**src/rtl/fdet_pkg.sv**
```systemverilog
package fdet_pkg;

    localparam int unsigned FRAME_LEN = 4;
    localparam int unsigned POS_W     = $clog2(FRAME_LEN);
    localparam int unsigned STATE_W   = 3;

    // Seven states of the reduced frame machine
    typedef enum logic [STATE_W-1:0] {
        ST_START = 3'd0,  // no bit of the frame taken yet
        ST_GOT0  = 3'd1,  // first bit was 0
        ST_GOT1  = 3'd2,  // first bit was 1
        ST_MID   = 3'd3,  // prefix 01 or 10
        ST_LOST2 = 3'd4,  // two bits taken, no match possible
        ST_PEND  = 3'd5,  // prefix 010 or 100, match if next bit is 1
        ST_LOST3 = 3'd6   // three bits taken, no match possible
    } fdet_state_e;

    typedef struct packed {
        logic data;
        logic vld;
    } fdet_in_t;

    typedef struct packed {
        fdet_state_e nxt;
        logic        hit;
    } fdet_step_t;

    function automatic fdet_state_e fdet_advance(fdet_state_e cur, logic b);
        fdet_state_e r;
        case (cur)
            ST_START: r = b ? ST_GOT1  : ST_GOT0;
            ST_GOT0:  r = b ? ST_MID   : ST_LOST2;
            ST_GOT1:  r = b ? ST_LOST2 : ST_MID;
            ST_MID:   r = b ? ST_LOST3 : ST_PEND;
            ST_LOST2: r = ST_LOST3;
            ST_LOST3: r = ST_START;
            ST_PEND:  r = ST_START;
            default:  r = ST_START;
        endcase
        return r;
    endfunction

    function automatic logic fdet_hit(fdet_state_e cur, logic b);
        return (cur == ST_PEND) && b;
    endfunction

endpackage

```
**src/rtl/fdet_next_state.sv**
```systemverilog
module fdet_next_state
    import fdet_pkg::*;
(
    input  fdet_state_e cur_state,
    input  fdet_in_t    in_bit,
    output fdet_state_e nxt_state
);
    always_comb begin
        if (in_bit.vld) begin
            nxt_state = fdet_advance(cur_state, in_bit.data);
        end else begin
            nxt_state = cur_state;
        end
    end
endmodule

```
**src/rtl/fdet_match_logic.sv**
```systemverilog
module fdet_match_logic
    import fdet_pkg::*;
(
    input  fdet_state_e cur_state,
    input  fdet_in_t    in_bit,
    output logic        hit
);
    always_comb begin
        hit = in_bit.vld && fdet_hit(cur_state, in_bit.data);
    end
endmodule

```
**src/rtl/fdet_state_reg.sv**
```systemverilog
module fdet_state_reg
    import fdet_pkg::*;
#(
    parameter fdet_state_e RESET_STATE = ST_START
) (
    input  logic        clk,
    input  logic        rst,
    input  fdet_state_e d,
    output fdet_state_e q
);
    always_ff @(posedge clk) begin
        if (rst) begin
            q <= RESET_STATE;
        end else begin
            q <= d;
        end
    end
endmodule

```
**src/rtl/fdet_frame_detector.sv**
```systemverilog
module fdet_frame_detector
    import fdet_pkg::*;
(
    input  logic clk,
    input  logic rst,
    input  logic bit_in,
    input  logic bit_vld,
    output logic match_o
);
    fdet_in_t    in_s;
    fdet_state_e state_q;
    fdet_state_e state_d;
    fdet_step_t  step;
    logic        hit_raw;

    always_comb begin
        in_s.data = bit_in;
        in_s.vld  = bit_vld;
    end

    fdet_next_state u_next (
        .cur_state (state_q),
        .in_bit    (in_s),
        .nxt_state (state_d)
    );

    fdet_match_logic u_match (
        .cur_state (state_q),
        .in_bit    (in_s),
        .hit       (hit_raw)
    );

    fdet_state_reg #(.RESET_STATE(ST_START)) u_reg (
        .clk (clk),
        .rst (rst),
        .d   (step.nxt),
        .q   (state_q)
    );

    always_comb begin
        step.nxt = state_d;
        step.hit = hit_raw && !rst;
    end

    assign match_o = step.hit;
endmodule

```
**config.mk**
```make
export PLATFORM = sky130hd
export DESIGN_NAME = fdet_frame_detector
export DESIGN_NICKNAME = d
export VERILOG_FILES = /design/src/rtl/fdet_pkg.sv /design/src/rtl/fdet_next_state.sv /design/src/rtl/fdet_match_logic.sv /design/src/rtl/fdet_state_reg.sv /design/src/rtl/fdet_frame_detector.sv
export SDC_FILE = /design/constraint.sdc
export NUM_CORES = 1
export LEC_CHECK = 0
export CORE_AREA = 3 3 40 42
export CTS_CLUSTER_SIZE = 10
export DETAILED_ROUTE_END_ITERATION = 16
export DIE_AREA = 0 0 43 45
export SYNTH_ARGS = -nofsm -noshare
export SYNTH_HDL_FRONTEND = slang
export SYNTH_SLANG_ARGS = --single-unit
```
**constraint.sdc**
```tcl
create_clock -name clk -period 1.3 [get_ports clk]
set_clock_uncertainty 0.2 [all_clocks]
set_input_delay 0.13 -clock clk [delete_from_list [all_inputs] [get_ports clk]]
set_output_delay 0.13 -clock clk [all_outputs]
set_load 0.01 [all_outputs]
```
* Word-level counts from Yosys, hierarchy flattened
Cells that the tools add are included.
** Operators by class
- Eq/ne operators :: 5
- Mux-type cells :: 5
- Reduce and logical (&&, ||, !) cells :: 5
** Operators with widths (number)
- $pmux 3 s5 :: 1
- $eq 3x2->1 const B :: 2
- $eq 3x3->1 const B :: 2
- $mux 3 :: 2
- $mux 2 :: 2
- $eq 3x1->1 const B :: 1
- $logic_and 1x1->1 :: 3
- $logic_not 3->1 :: 1
- $logic_not 1->1 :: 1
** Storage, ports and cells
- Bits in registers :: 3
- Input port bits :: 4
- Output and inout port bits :: 1
- Word-level logic and storage cells :: 16

* Longest topological paths before layout
Gate-level depths: netlist (run 1).
- Word-level depth :: 4
- Gate-level depth with buffers :: 3
- Depth with buffers taken out :: 3

* By module
A second synthesis (run 1) with hierarchy kept.
** Unflattened totals
- Cells, all modules :: 26
- Area total of the unflattened synthesis :: 215.2 µm²
** Modules (own cells, without submodules)
- fdet_next_state :: instances 1, cells an instance 16, area an instance 107.6 µm², seq. area each 0.0 µm²
- fdet_state_reg :: instances 1, cells an instance 6, area an instance 78.8 µm², seq. area each 60.1 µm²
- fdet_match_logic :: instances 1, cells an instance 3, area an instance 15.0 µm², seq. area each 0.0 µm²
- fdet_frame_detector :: instances 1, cells an instance 1, area an instance 13.8 µm², seq. area each 0.0 µm²

* Least setup slack after synthesis (run 1)
No wires, ideal clock.
- Path kind :: reg-to-output
- Start point :: register u_reg.q[0]
- End point :: output match_o
- Data arrival time :: 1.031 ns
- Data required time :: 0.970 ns
- Slack :: -0.061 ns
- Cell stages (with the launch flop) :: 4
- Path buffers :: 0
- Path through :: dfxtp_1 -> nor2b_4 -> nand2_1 -> nor4bb_1
** Between the ends
- Word-level cells in the longest chain between the ends :: 4
** Ends and longest elaborated chain
- start, declared :: line fdet_state_reg.sv:9 : output fdet_state_e q
- start signal, assigned :: line fdet_state_reg.sv:13 : q <= RESET_STATE;
- start signal, assigned :: line fdet_state_reg.sv:15 : q <= d;
- $eq 3x3->1 :: line fdet_pkg.sv:44 : return (cur == ST_PEND) && b;
- $logic_and 1x1->1 :: line fdet_pkg.sv:44
- $logic_and 1x1->1 :: line fdet_match_logic.sv:9 : hit = in_bit.vld && fdet_hit(cur_state, in_bit.data);
- $logic_and 1x1->1 :: line fdet_frame_detector.sv:42 : step.hit = hit_raw && !rst;
- end, declared :: line fdet_frame_detector.sv:8 : output logic match_o
Every way passes these cells.

* Final worst setup path (run 1)
Same ends and word-level chain as after synthesis.

==> impl_metrics.env, run 1 <==
export IMPL_status="finished, violations left"
export IMPL_violations="negative setup slack"
export IMPL_hold_path_class="in2reg"
export IMPL_wire_per_inst_um=9.10
export IMPL_ios=5
export IMPL_crit_arrival_ns=1.16
export IMPL_cts_buffer_depth=2
export IMPL_syn_area_um2=188
export IMPL_routabilityCongestion=0.750
export IMPL_final_antenna_net_count=0
export IMPL_fin_nets=40
export IMPL_p_total_mw=0.348
export IMPL_slowest_delay_ns=0.31
export IMPL_setup_tns_ns=-0.387
export IMPL_r2r_end="u_reg.q[0]"
export IMPL_overflow=0
export IMPL_final_common_cell="buf_4"
export IMPL_p_leak_nw=0.140
export IMPL_syn_mean_instance_area_um2=9.38
export IMPL_start_kind="flop"
export IMPL_clk_latency_ns=0.24
export IMPL_hold_viol_final=0
export IMPL_wl_um=455
export IMPL_slew_headroom=0.871
export IMPL_crit_path_end_kind="output port"
export IMPL_ys_ff_latch=3
export IMPL_synth_cell_types=15
export IMPL_routed_via_count=212
export IMPL_post_route_period_util=1.14
export IMPL_fp_dieH_um=45
export IMPL_cts_sink_count=3
export IMPL_fin_crit_ns=1.49
export IMPL_crit_buf_inv=1
export IMPL_die_area_um2=1940
export IMPL_irDropWorstVdd_v=0.000295
export IMPL_grt_pass1_vias=172
export IMPL_top_regs="u_reg.q: 3 flops"
export IMPL_io_buffers=4
export IMPL_first_iter_violations=9
export IMPL_place_area_um2=305
export IMPL_crit_required_ns=0.97
export IMPL_syn_inst=20
export IMPL_fmax_mhz=672
export IMPL_most_common_layout_cells="7 x buf_4, 3 x clkbuf_4, 3 x clkdlybuf4s50_1"
export IMPL_core_area_um2=1280
export IMPL_worstPathMaxFanout=2
export IMPL_maxCapViolations=0
export IMPL_crit_type="reg2out"
export IMPL_post_cts_buffers=0
export IMPL_chipWidth_um=43
export IMPL_regMostFlops="u_reg.q"
export IMPL_path_depth=4
export IMPL_r2r_setup_slack_ns=-0.12
export IMPL_cp_slowest_cell="dfxtp_2"
export IMPL_endpoint="match_o"
export IMPL_start_util=0.146
export IMPL_antenna_found_initial=0
export IMPL_num_antenna_cells=0
export IMPL_setup_violations=3
export IMPL_post_place_ws_ns=-0.532
export IMPL_clockRootBuffer="clkbuf_4"
export IMPL_crit_start="u_reg.q[0]"
export IMPL_yosys_warnings=0
export IMPL_rsz0062_at_grt="yes"
export IMPL_power_density_nw_per_um2=1040
export IMPL_rows=13
export IMPL_worst_pin_slew_ns=0.191
export IMPL_cts_tree="yes"
export IMPL_syn_num_nets=24
export IMPL_rr_startpoint="u_reg.q[0]"
export IMPL_grt_pass1_wl_um=683
export IMPL_path_delay_family="simple AND/OR/NAND/NOR gates"
export IMPL_largest_register_ffs=3
export IMPL_grt_max_degree=8
export IMPL_maxSlewViolCount=0
export IMPL_route_detailed_drc=0
export IMPL_post_route_cell_area_um2=335
export IMPL_fin_ws_ns=-0.188
export IMPL_crit_chain="nor2b_4 -> nand2_2 -> nor4bb_2 -> buf_2"
export IMPL_holdWs_ns=0.383
export IMPL_hold_buffers=0
export IMPL_synth_seq_area_share=0.320
export IMPL_syn2layout_area_growth_pct=78.7
export IMPL_layout_drive_gt1_share=0.543
export IMPL_cts_inserted_buffers=3
export IMPL_track_usage=0.0499
export IMPL_rr_worst_depth=4
export IMPL_path_clk_slew_ns=0.04
export IMPL_avgViaCountPerCell=4.24
export IMPL_htree_levels=1
export IMPL_dr_pass1_iters=4
stage by stage:
step	instances	util
after floorplan	20	-
after global placement	46	0.238
after detailed placement	46	0.238
after CTS	50	0.257
after global routing	50	0.261
final	50	0.261
cell type report:
cell class | count | area (um2)
fillers | 140 | 950
multi-input cells | 17 | 140
repair buffers | 11 | 87.6
flip-flops and latches | 3 | 62.6
clock buffers | 4 | 26.3
well taps | 15 | 18.8
cell families (layout without fill, tap and decap cells):
family          after synthesis  after routing  share of synthesized area
buf+inv                       0             15                          0
mux                           1              1                     0.0600
compound gates                6              6                      0.227
flops                         3              3                      0.320
simple gates                 10             10                      0.393
layer usage:
metal  track usage  part of all wire
met3        0.0120             0.068
met1        0.0649              0.51
met2        0.0629              0.42
met5             0                 0
met4        0.0542                 0
what timing repair did:
item,in CTS,in global routing
pin swaps,2,1
endpoints found under the setup margin,3,4
gates resized for setup,6,2
power breakdown:
part	internal, mW	switching [mW]	leakage, nW
clock	0.115	0.0507	0.0150
combinational	0.0476	0.0291	0.100
sequential	0.101	0.00443	0.0254
total	0.264	0.0842	0.140
cells in the mapped netlist (all sizes together):
master | number | area (um2)
o211a | 1 | 10.0
o2111ai | 1 | 8.76
dfxtp | 3 | 60.1
mux2 | 1 | 11.3
nor4bb | 1 | 10.0
or4b | 1 | 10.0
nand3b | 1 | 7.51
o31ai | 1 | 7.51
nor2b | 1 | 13.8
a21oi | 2 | 10.0
nor3 | 1 | 5.00
or2b | 2 | 16.3
nand2 | 3 | 11.3
a31oi | 1 | 6.26
worst min-delay path by stage:
stage	startpoint	end	slack, ns	depth (start not counted)
3_5_place_dp	u_reg.q[1]	u_reg.q[1]	0.42	3
4_1_cts	rst	u_reg.q[0]	0.38	3
2_1_floorplan	rst	u_reg.q[1]	-0.0009	1
3_3_place_gp	u_reg.q[1]	u_reg.q[1]	0.41	3
6_report	rst	u_reg.q[0]	0.38	3
5_1_grt	rst	u_reg.q[0]	0.39	3
worst register-to-register path: stages, from the launching register on:
cell	delay, ns
dfxtp_2	0.31
nor2b_4	0.12
buf_4	0.12
or4b_4	0.47
a31oi_1	0.13
Note: power is estimated with default switching activity, not from simulation.
==> run 2, diff against run 1 <==
Settings changed: ABC_AREA set to 0, SLEW_MARGIN set to 20.
==> results of run 2 <==
Same layout as run 1: the final DEF is identical, and so are final timing and power.
